<file path="src/rtl/spi_mem_pkg.sv">
package spi_mem_pkg;

  typedef enum logic [2:0] {
    ST_IDLE, ST_OPC, ST_ADDR, ST_RDAT, ST_SOUT, ST_WDAT, ST_SWR, ST_LOCK
  } st_t;

  typedef enum logic [2:0] {
    OP_NONE, OP_WREN, OP_WRDI, OP_RDSR, OP_WRSR, OP_READ, OP_WRITE
  } op_t;

  // Upper nibble must be zero, bit 3 is don't-care, low three bits pick the command.
  function automatic op_t decode_op(input logic [7:0] b);
    op_t r;
    if (b[7:4] != 4'h0) r = OP_NONE;
    else begin
      case (b[2:0])
        3'b110:  r = OP_WREN;
        3'b100:  r = OP_WRDI;
        3'b101:  r = OP_RDSR;
        3'b001:  r = OP_WRSR;
        3'b011:  r = OP_READ;
        3'b010:  r = OP_WRITE;
        default: r = OP_NONE;
      endcase
    end
    return r;
  endfunction

endpackage

</file>
<file path="src/rtl/spi_mem_sync.sv">
module spi_mem_sync #(
  parameter int W = 4,
  parameter int STAGES = 2,
  parameter logic [W-1:0] RST_VAL = '0
) (
  input  logic         clk,
  input  logic         rst_n,
  input  logic [W-1:0] d,
  output logic [W-1:0] q
);
  logic [W-1:0] stg [STAGES];

  generate
    for (genvar g = 0; g < STAGES; g++) begin : g_stage
      always_ff @(posedge clk or negedge rst_n) begin
        if (!rst_n) stg[g] <= RST_VAL;
        else if (g == 0) stg[g] <= d;
        else stg[g] <= stg[(g == 0) ? 0 : g - 1];
      end
    end
  endgenerate

  assign q = stg[STAGES-1];
endmodule

</file>
<file path="src/rtl/spi_mem_edge.sv">
module spi_mem_edge (
  input  logic clk,
  input  logic rst_n,
  input  logic sck_s,
  input  logic csn_s,
  input  logic holdn_s,
  output logic sel,
  output logic hold_on,
  output logic cs_fall,
  output logic cs_rise,
  output logic rise_en,
  output logic fall_en
);
  logic sck_q, csn_q;

  always_ff @(posedge clk or negedge rst_n) begin
    if (!rst_n) begin
      sck_q   <= 1'b0;
      csn_q   <= 1'b1;
      hold_on <= 1'b0;
    end else begin
      sck_q <= sck_s;
      csn_q <= csn_s;
      // pause state may only change while the serial clock is low
      if (csn_s) hold_on <= 1'b0;
      else if (!sck_s) hold_on <= ~holdn_s;
    end
  end

  assign sel     = ~csn_s;
  assign cs_fall = ~csn_s & csn_q;
  assign cs_rise = csn_s & ~csn_q;
  assign rise_en = sel & ~hold_on & sck_s & ~sck_q;
  assign fall_en = sel & ~hold_on & ~sck_s & sck_q;
endmodule

</file>
<file path="src/rtl/spi_mem_cmd.sv">
module spi_mem_cmd
  import spi_mem_pkg::*;
#(
  parameter int ADDR_W = 16,
  parameter int PAGE_BITS = 7
) (
  input  logic              clk,
  input  logic              rst_n,
  input  logic              sel,
  input  logic              hold_on,
  input  logic              cs_fall,
  input  logic              cs_rise,
  input  logic              rise_en,
  input  logic              fall_en,
  input  logic              si_s,
  input  logic              busy,
  input  logic [7:0]        mem_rdata,
  input  logic [7:0]        status_in,
  output logic [ADDR_W-1:0] mem_addr,
  output logic              so_bit,
  output logic              so_drive,
  output logic              wren_set,
  output logic              wren_clr,
  output logic              status_wr,
  output logic [7:0]        status_wdata,
  output logic              wr_byte_valid,
  output logic [ADDR_W-1:0] wr_addr,
  output logic [7:0]        wr_data,
  output logic              wr_commit,
  output logic [2:0]        bitcnt,
  output logic              opc_busy
);
  localparam int ADDR_BYTES = ADDR_W / 8;
  localparam int AB_W = (ADDR_BYTES > 1) ? $clog2(ADDR_BYTES) : 1;

  // next write address: only the in-page bits advance
  function automatic logic [ADDR_W-1:0] page_next(input logic [ADDR_W-1:0] a);
    logic [ADDR_W-1:0] m;
    m = {{(ADDR_W-PAGE_BITS){1'b0}}, {PAGE_BITS{1'b1}}};
    return (a & ~m) | ((a + ADDR_W'(1)) & m);
  endfunction

  st_t              st;
  logic [6:0]       shin;
  logic [6:0]       shout;
  logic [2:0]       outcnt;
  logic [AB_W-1:0]  acnt;
  logic [ADDR_W-1:0] addr;
  logic             is_wr, wr_any;
  logic [7:0]       byte_in, src;
  logic             in_phase, talking, byte_done;
  op_t              op_now;

  always_comb begin
    byte_in   = {shin, si_s};
    op_now    = decode_op(byte_in);
    in_phase  = (st == ST_OPC) || (st == ST_ADDR) || (st == ST_WDAT) || (st == ST_SWR);
    talking   = (st == ST_RDAT) || (st == ST_SOUT);
    byte_done = rise_en && in_phase && (bitcnt == 3'd7);
    src       = (st == ST_RDAT) ? mem_rdata : status_in;
  end

  always_ff @(posedge clk or negedge rst_n) begin
    if (!rst_n) begin
      st <= ST_IDLE; shin <= '0; shout <= '0; outcnt <= '0; acnt <= '0;
      addr <= '0; is_wr <= 1'b0; wr_any <= 1'b0; bitcnt <= '0; opc_busy <= 1'b0;
      so_bit <= 1'b0; wren_set <= 1'b0; wren_clr <= 1'b0; status_wr <= 1'b0;
      status_wdata <= '0; wr_byte_valid <= 1'b0; wr_addr <= '0; wr_data <= '0;
      wr_commit <= 1'b0;
    end else begin
      wren_set <= 1'b0; wren_clr <= 1'b0; status_wr <= 1'b0;
      wr_byte_valid <= 1'b0; wr_commit <= 1'b0;
      if (cs_rise) begin
        if (st == ST_WDAT && bitcnt == 3'd0 && wr_any) wr_commit <= 1'b1;
        st <= ST_IDLE;
      end else if (cs_fall) begin
        st <= ST_OPC; bitcnt <= '0; outcnt <= '0; acnt <= '0;
        so_bit <= 1'b0; wr_any <= 1'b0; opc_busy <= 1'b0;
      end else begin
        if (rise_en && in_phase) begin
          shin   <= byte_in[6:0];
          bitcnt <= bitcnt + 3'd1;
        end
        if (byte_done) begin
          case (st)
            ST_OPC: begin
              opc_busy <= busy;
              if (busy && op_now != OP_RDSR) st <= ST_LOCK;
              else begin
                case (op_now)
                  OP_WREN:  begin wren_set <= 1'b1; st <= ST_LOCK; end
                  OP_WRDI:  begin wren_clr <= 1'b1; st <= ST_LOCK; end
                  OP_RDSR:  st <= ST_SOUT;
                  OP_WRSR:  st <= ST_SWR;
                  OP_READ:  begin is_wr <= 1'b0; st <= ST_ADDR; end
                  OP_WRITE: begin is_wr <= 1'b1; st <= ST_ADDR; end
                  default:  st <= ST_LOCK;
                endcase
              end
            end
            ST_ADDR: begin
              addr <= {addr[ADDR_W-9:0], byte_in};
              if (acnt == AB_W'(ADDR_BYTES - 1)) st <= is_wr ? ST_WDAT : ST_RDAT;
              else acnt <= acnt + AB_W'(1);
            end
            ST_WDAT: begin
              wr_byte_valid <= 1'b1;
              wr_addr       <= addr;
              wr_data       <= byte_in;
              addr          <= page_next(addr);
              wr_any        <= 1'b1;
            end
            ST_SWR: begin
              status_wr    <= 1'b1;
              status_wdata <= byte_in;
              st           <= ST_LOCK;
            end
            default: ;
          endcase
        end
        if (fall_en && talking) begin
          if (outcnt == 3'd0) begin
            so_bit <= src[7];
            shout  <= src[6:0];
            if (st == ST_RDAT) addr <= addr + ADDR_W'(1);
          end else begin
            so_bit <= shout[6];
            shout  <= {shout[5:0], 1'b0};
          end
          outcnt <= outcnt + 3'd1;
        end
      end
    end
  end

  assign mem_addr = addr;
  assign so_drive = sel & ~hold_on & talking;
endmodule

</file>
<file path="src/rtl/spi_mem_slave.sv">
module spi_mem_slave #(
  parameter int ADDR_W = 16,
  parameter int PAGE_BITS = 7,
  parameter int SYNC_STAGES = 2
) (
  input  logic              clk,
  input  logic              rst_n,
  input  logic              sck,
  input  logic              cs_n,
  input  logic              si,
  input  logic              hold_n,
  output logic              so,
  output logic              so_oe,
  input  logic              busy,
  output logic [ADDR_W-1:0] mem_addr,
  input  logic [7:0]        mem_rdata,
  input  logic [7:0]        status_in,
  output logic              wren_set,
  output logic              wren_clr,
  output logic              status_wr,
  output logic [7:0]        status_wdata,
  output logic              wr_byte_valid,
  output logic [ADDR_W-1:0] wr_addr,
  output logic [7:0]        wr_data,
  output logic              wr_commit
);
  logic [3:0] pins_s;
  logic sel, hold_on, cs_fall, cs_rise, rise_en, fall_en;
  logic [2:0] bitcnt;
  logic opc_busy;

  // order: select, pause, clock, data; select and pause idle high
  spi_mem_sync #(.W(4), .STAGES(SYNC_STAGES), .RST_VAL(4'b1100)) u_sync (
    .clk(clk), .rst_n(rst_n), .d({cs_n, hold_n, sck, si}), .q(pins_s)
  );

  spi_mem_edge u_edge (
    .clk(clk), .rst_n(rst_n), .sck_s(pins_s[1]), .csn_s(pins_s[3]),
    .holdn_s(pins_s[2]), .sel(sel), .hold_on(hold_on), .cs_fall(cs_fall),
    .cs_rise(cs_rise), .rise_en(rise_en), .fall_en(fall_en)
  );

  spi_mem_cmd #(.ADDR_W(ADDR_W), .PAGE_BITS(PAGE_BITS)) u_cmd (
    .clk(clk), .rst_n(rst_n), .sel(sel), .hold_on(hold_on), .cs_fall(cs_fall),
    .cs_rise(cs_rise), .rise_en(rise_en), .fall_en(fall_en), .si_s(pins_s[0]),
    .busy(busy), .mem_rdata(mem_rdata), .status_in(status_in),
    .mem_addr(mem_addr), .so_bit(so), .so_drive(so_oe),
    .wren_set(wren_set), .wren_clr(wren_clr), .status_wr(status_wr),
    .status_wdata(status_wdata), .wr_byte_valid(wr_byte_valid),
    .wr_addr(wr_addr), .wr_data(wr_data), .wr_commit(wr_commit),
    .bitcnt(bitcnt), .opc_busy(opc_busy)
  );
endmodule

</file>
<file path="config.mk">
export PLATFORM = sky130hd
export DESIGN_NAME = spi_mem_slave
export DESIGN_NICKNAME = d
export VERILOG_FILES = /design/src/rtl/spi_mem_pkg.sv /design/src/rtl/spi_mem_sync.sv /design/src/rtl/spi_mem_edge.sv /design/src/rtl/spi_mem_cmd.sv /design/src/rtl/spi_mem_slave.sv
export SDC_FILE = /design/constraint.sdc
export NUM_CORES = 1
export LEC_CHECK = 0
export CORE_UTILIZATION = 57
export DETAILED_ROUTE_END_ITERATION = 10
export DONT_BUFFER_PORTS = 1
export PLACE_DENSITY = 0.75
export SYNTH_ARGS = -nofsm -noshare
export SYNTH_HDL_FRONTEND = slang
export SYNTH_SLANG_ARGS = --single-unit
</file>
<file path="constraint.sdc">
create_clock -name clk -period 1.9 [get_ports clk]
set_input_delay 0.57 -clock clk [delete_from_list [all_inputs] [get_ports clk]]
set_output_delay 0.57 -clock clk [all_outputs]
set_load 0.1 [all_outputs]
</file>
==> summary.txt, run 1 <==
Logic synthesis
  • Syn nets: 428
  • Synth unique cells: 64
  • Syn avg cell area: 11.3 um^2
  • Post-synth EDFFs: 0
  • Post-synthesis xor/xnor area fraction: 0
  • Synth warnings: 0
  • Mux contribution to synthesized area: 0.144
  • Async S/R FF share, synth: 1.00
  • Cells after Synth: 397
  • Main combinational cell family by area after synthesis: simple AND/OR/NAND/NOR gates
  • Cell Area, Synth: 4490 um^2
  • Sequential cell area fraction in the yosys report: 0.508
  • Synth Area in Compound Gates: 0.129
  • Synth Flop Type: dfrtp_1
  • Flops & latches, synth: 91
  • Simple-gate share of the synthesized area: 0.159
  • Synth Area in Adders: 0.0223

Timing
  • Slew @ Worst Pin: 0.903 ns
  • F_max: 455 MHz
  • Final Hold Vio Count: 86
  • Worst Slack Setup Final: -0.295 ns
  • Final worst-path cycle share: 1.16
  • Slew Viols, Final: 0
  • Total negative slack: -5.66 ns
  • Final min period: 2.20 ns
  • Slew HR: 0.398
  • Final setup viols: 60
  • RSZ-0062 raised after global routing: yes
  • WHS: -0.120 ns
  • Clock Skew: 0.0207 ns

Placed design
  • GP Congestion: 0.882
  • I/O Buffers: 0
  • Placement Setup Slack: -0.158 ns
  • Final HPWL DP: 6990 um
  • Dpl cells: 560
  • Placed Area: 5220 um^2

Setup path
  • Req. time, crit path: 2.15 ns
  • FF-to-FF Start: u_edge.sck_q
  • Start point of the critical path: u_edge.sck_q
  • CP Capture Point: u_cmd.mem_addr[2]
  • WP data arrival: 2.44 ns
  • Worst r2r path cells: 7
  • Worst R2R End: u_cmd.mem_addr[2]
  • Reg2Reg Setup Slack: -0.30 ns
  • Startpoint types: register
  • Crit Path Max Fanout: 6
  • Critical path class: reg -> reg
  • Worst Setup End Kind: register

Floorplanning
  • Die area: 8240 um^2
  • Site Rows: 32
  • Core area: 7690 um^2
  • Initial core utilization: 0.584
  • Die height: 90.8 um
  • Die Wd: 90.8 um
  • Top Ports: 78

Detailed routing
  • Total number of vias: 3865
  • Vias/cell: 6.39
  • DRT Pass-1 Iters: 5
  • WL final: 13400 um
  • Routed len/inst: 22.1 um
  • Final ANT Viol Nets: 0
  • First DRT Iteration DRCs: 419
  • DR DRC count: 0

Layout
  • Non-Filler Instances: 605
  • Nets: 529
  • Fillers: 407
  • N_diodes: 0
  • Final Cell Area: 6130 um^2
  • Share of layout cells above drive strength 1: 0.525
  • Area Growth Syn to Fin: 36.5%

Power
  • Clock Power Share: 0.261
  • Switching power: 1.88 mW
  • Maximum VDD drop: 0.634 mV
  • Combinational power share: 0.306
  • P per Cell Area: 873 nW/um^2
  • Leakage: 2.82 nW
  • Internal: 3.47 mW
  • Sequential fraction of design power: 0.433
  • Switching share of power: 0.352

Run status
  • Failing checks: negative hold slack, negative setup slack
  • Outcome: finished with violations

GRT
  • Total gr overflow: 0
  • Antenna violations before repair: 1
  • Pin count of the biggest net entering global routing: 92
  • Vias in the first global route: 3703
  • Tot GR Track Use: 0.287
  • First-pass GRT wire length: 18600 um

Clock network
  • Clock buffer count from CTS: 9
  • TritonCTS clock tree: done
  • CTS H-tree depth: 3
  • Skew-Pair Late Insertion Delay: 0.37 ns
  • Root Buffer: clkbuf_8
  • Clock transition at path regs: 0.11 ns
  • Clock Sinks: 91
  • Max Root-Sink Buffers: 2

Job
  • Max-Cap Viols: 0

Hold path
  • Hold Path Class: in -> async
==> Yosys cell counts, types with 2 or more instances <==
cell	n	area, um^2
nand3_1	12	60.1
a22oi_1	4	30.0
nand4_1	6	37.5
nor4_1	2	12.5
mux2_2	28	315
or2_2	3	18.8
a2111o_1	2	22.5
a22o_1	2	17.5
buf_2	3	15.0
a211oi_1	9	67.6
o22ai_1	3	18.8
mux2_4	16	240
mux2i_1	9	90.1
o21ai_0	24	120
dfrtp_1	86	2150
dfstp_2	5	131
clkbuf_1	13	48.8
a311oi_1	3	26.3
nor3_1	7	35.0
nor2b_1	3	18.8
ha_1	8	100
nor2_1	28	105
nand2b_1	7	43.8
nand2_1	28	105
buf_6	2	22.5
and2_1	2	12.5
buf_1	2	7.51
o31ai_1	2	15.0
nor3b_1	4	30.0
and3_1	5	31.3
nand3b_1	3	22.5
a21oi_1	16	80.1
inv_1	13	48.8
a32o_1	3	30.0
and4_1	3	26.3
a32oi_1	3	26.3
==> final cells by class <==
| class | count | area (um^2) | share of cell area |
|---|---|---|---|
| Clock buffer | 9 | 124 | 0.0202 |
| Inverter | 13 | 51.3 | 0.00836 |
| Timing Repair Buffer | 112 | 1030 | 0.169 |
| Multi-Input combinational cell | 271 | 2390 | 0.390 |
| Clock inverter | 7 | 82.6 | 0.0135 |
| Tap cell | 102 | 128 | 0.0208 |
| Sequential cell | 91 | 2320 | 0.378 |
==> state kept, by name (all words and copies together), names as in the netlist, 3 cells and up <==
signal and count:
u_cmd.shin 7, u_cmd.shout 7, u_cmd.wr_data 8, u_cmd.status_wdata 8, u_sync.q 4, u_cmd.outcnt 3, u_sync.stg 4, u_cmd.st 3
u_cmd.mem_addr 16, u_cmd.bitcnt 3, u_cmd.wr_addr 16
==> worst min path at each step <==
| stage | from | endpoint | slack (ns) |
|---|---|---|---|
| 2_1_floorplan | rst_n | u_cmd.acnt | 0.27 |
| 3_3_place_gp | rst_n | u_cmd.wr_byte_valid | 0.28 |
| 3_5_place_dp | rst_n | u_cmd.wr_addr[7] | 0.28 |
| 4_1_cts | rst_n | u_cmd.wr_addr[10] | -0.12 |
| 5_1_grt | rst_n | u_cmd.wr_addr[7] | -0.12 |
| 6_report | rst_n | u_cmd.mem_addr[8] | -0.12 |
==> timing repair <==
action                     CTS  global route
setup endpoints to repair   52            83
hold endpoints to repair    86            86
cloned                       3             1
pin swaps                   28            38
buffers inserted            12            16
resized for setup           34            84
==> critical path, cell delays in order (launching register included) <==
cell      delay, ns
dfrtp_1        0.42
buf_6          0.13
nor4b_4        0.38
buf_6          0.18
nand3b_1       0.09
a2111o_1       0.57
a21oi_2        0.21
o21ai_1        0.08
==> logic make-up (layout without fill, tap and decap cells) <==
family,after synthesis,after routing
adders and majority gates,8,8
muxes,53,53
buffers and inverters,35,141
DFF,91,91
and+or+nand+nor,127,127
AOI/OAI and AO/OA,83,83
==> power groups by stage <==
stage	logic, mW	registers, mW	clock network, mW
finish	1.64	2.32	1.40
global route	1.73	2.34	1.47
CTS	1.42	2.30	1.40
detailed placement	1.30	2.34	0
global placement	1.27	2.32	0
floorplan	0.799	2.46	0
==> stage by stage <==
step	power, mW	util
6_report	5.36	0.798
5_1_grt	5.54	0.798
2_1_floorplan	3.26	-
3_3_place_gp	3.59	0.679
4_1_cts	5.11	0.744
3_5_place_dp	3.64	0.679
==> placed cells by master (no fill, tap or decap), types with 4 or more instances in the layout <==
master,instances
o21ai_0,11
inv_1,12
mux2i_1,9
mux2_2,25
nor2_1,23
a211oi_1,6
buf_4,85
clkbuf_8,9
nand2_1,25
dfrtp_4,4
dfrtp_1,64
or2_4,4
nand2b_1,6
and3_1,4
dfstp_2,5
mux2_4,19
o21ai_1,11
dfrtp_2,18
nand4_1,6
nand3_1,8
buf_6,19
a21oi_1,12
==> per-layer routing <==
metal	wire (um)	part of all wire	track usage	vias to the layer above
met5	8	0.00060	0	-
met4	475	0.035	0.118	2
met3	1050	0.079	0.0539	61
met2	6620	0.49	0.466	254
met1	5230	0.39	0.381	1891
li1	-	-	-	1657
Note: power is estimated with default switching activity, not from simulation.
==> run 2: changes to the inputs <==
Settings changed: BUFFER_PORTS_ARGS from default to -buffer_cell sky130_fd_sc_hd__clkbuf_2, CORE_UTILIZATION 57 to 51, DONT_BUFFER_PORTS 1 to default, PLACE_DENSITY 0.75 to 0.77.
==> summary.txt, run 2 (synthesized netlist as in run 1, its figures left out) <==
Run status
  • Outcome: finished with violations
  • Failing checks: negative setup slack

Layout
  • Nets: 562
  • Fillers: 573
  • Area Growth Syn to Fin: 33.7%
  • Final Cell Area: 6010 um^2
  • Most frequent cells in the layout: dfrtp_1 (73), clkbuf_2 (66), buf_4 (59)
  • Commonest non-fill, non-tap cell in the layout: dfrtp_1
  • Non-Filler Instances: 641
  • N_diodes: 0
  • Share of layout cells above drive strength 1: 0.511

GRT
  • Vias in the first global route: 3583
  • Tot GR Track Use: 0.251
  • Pin count of the biggest net entering global routing: 33
  • Total gr overflow: 0
  • First-pass GRT wire length: 17300 um
  • Antenna violations before repair: 0

Detailed routing
  • Total number of vias: 3668
  • DR DRC count: 0
  • Vias/cell: 5.72
  • Routed len/inst: 17.5 um
  • First DRT Iteration DRCs: 316
  • Final ANT Viol Nets: 0
  • WL final: 11200 um
  • DRT Pass-1 Iters: 4

Setup path
  • Critical path class: reg -> out
  • Crit Path Max Fanout: 4
  • WP data arrival: 1.58 ns
  • Startpoint types: register
  • Req. time, crit path: 1.33 ns
  • Worst Setup End Kind: output port

Clock network
  • Root Buffer: clkbuf_8
  • Hold-fix buffers at CTS: 0
  • Clock buffer count from CTS: 9
  • Clock transition at path regs: 0.09 ns
  • Max Root-Sink Buffers: 2
  • Skew-Pair Late Insertion Delay: 0.37 ns
  • CTS H-tree depth: 3
  • Clock Sinks: 91
  • TritonCTS clock tree: done

Timing
  • Slew @ Worst Pin: 0.544 ns
  • Final worst-path cycle share: 1.13
  • RSZ-0062 raised after global routing: yes
  • Final setup viols: 14
  • Slew HR: 0.639
  • Worst Slack Setup Final: -0.250 ns
  • F_max: 465 MHz
  • Clock Skew: 0.00971 ns
  • Final Hold Vio Count: 0
  • Slew Viols, Final: 0
  • Total negative slack: -1.01 ns
  • Final min period: 2.15 ns

Placed design
  • GP Congestion: 0.897
  • Dpl cells: 607
  • Placed Area: 5380 um^2
  • Final HPWL DP: 7530 um
  • I/O Buffers: 77

Floorplanning
  • Die height: 95.9 um
  • Site Rows: 33
  • Core area: 8380 um^2
  • Die Wd: 95.9 um
  • Top Ports: 78
  • Die area: 9190 um^2
  • Initial core utilization: 0.536

Power
  • P per Cell Area: 894 nW/um^2
  • Maximum VDD drop: 0.527 mV
  • Leakage: 2.90 nW

Hold path
  • Hold Path Class: in -> async

Job
  • Max-Cap Viols: 0
[run 2: changes by cell type in the layout (fill, tap and decap cells not counted), sizes merged]
cell,before,now
clkbuf,10,78
inv,17,15
buf,111,77
clkinvlp,2,0
clkinv,0,3
[run 2: metrics by stage]
stage	hold slack [ns]	utilization	power, mW	worst slack, ns
after floorplan	0.274	-	3.26	-0.138
after global placement	0.334	0.642	3.73	-0.0440
after detailed placement	0.343	0.642	3.78	-0.0857
after CTS	0.00877	0.692	5.26	-0.246
after global routing	0.00924	0.717	5.61	-0.280
final	0.0130	0.717	5.37	-0.250
[run 2: final timing paths]
check	from	endpoint	slack (ns)	depth (start not counted)
max in group asynchronous	rst_n	u_sync.stg[7]	1.24	2
min reg2reg	u_sync.stg[4]	u_sync.q[0]	0.36	0
min in group clk	hold_n	u_sync.stg[6]	0.27	1
max reg2reg	u_cmd.st[0]	u_cmd.shout[4]	-0.10	6
max	u_cmd.st[0]	so_oe	-0.25	3
min	rst_n	u_cmd.acnt	0.01	1
[run 2: worst max-delay path, cell delays in order (launching register included)]
cell	delay (ns)
dfrtp_1	0.42
or3b_4	0.42
a21boi_4	0.19
buf_12	0.19
[run 2: cell type report]
class	count	area, um^2	area share
clock buffer	10	138	0.0229
clock inverter	6	72.6	0.0121
inverter	13	53.8	0.00896
multi-input combinational	271	2270	0.379
sequential	91	2310	0.385
tap	105	131	0.0219
timing repair buffer	145	1030	0.171
[run 2: power by group]
part	switching (mW)	internal, mW
combinational	0.923	0.747
sequential	0.183	2.13
clock	0.724	0.660
[run 2: routing by layer]
layer / share of wire / vias up / global-route usage
met2: 0.49 / 136 / 0.407
met1: 0.43 / 1797 / 0.329
met5: 0 / - / 0
li1: - / 1717 / -
met3: 0.054 / 18 / 0.0498
met4: 0.018 / 0 / 0.103
[run 2: repair_timing]
action	4_1_cts	5_1_grt
setup buffers	13	5
pin swaps	14	20
gates resized for setup	25	48
setup endpoints to repair	36	58
cloned	1	1
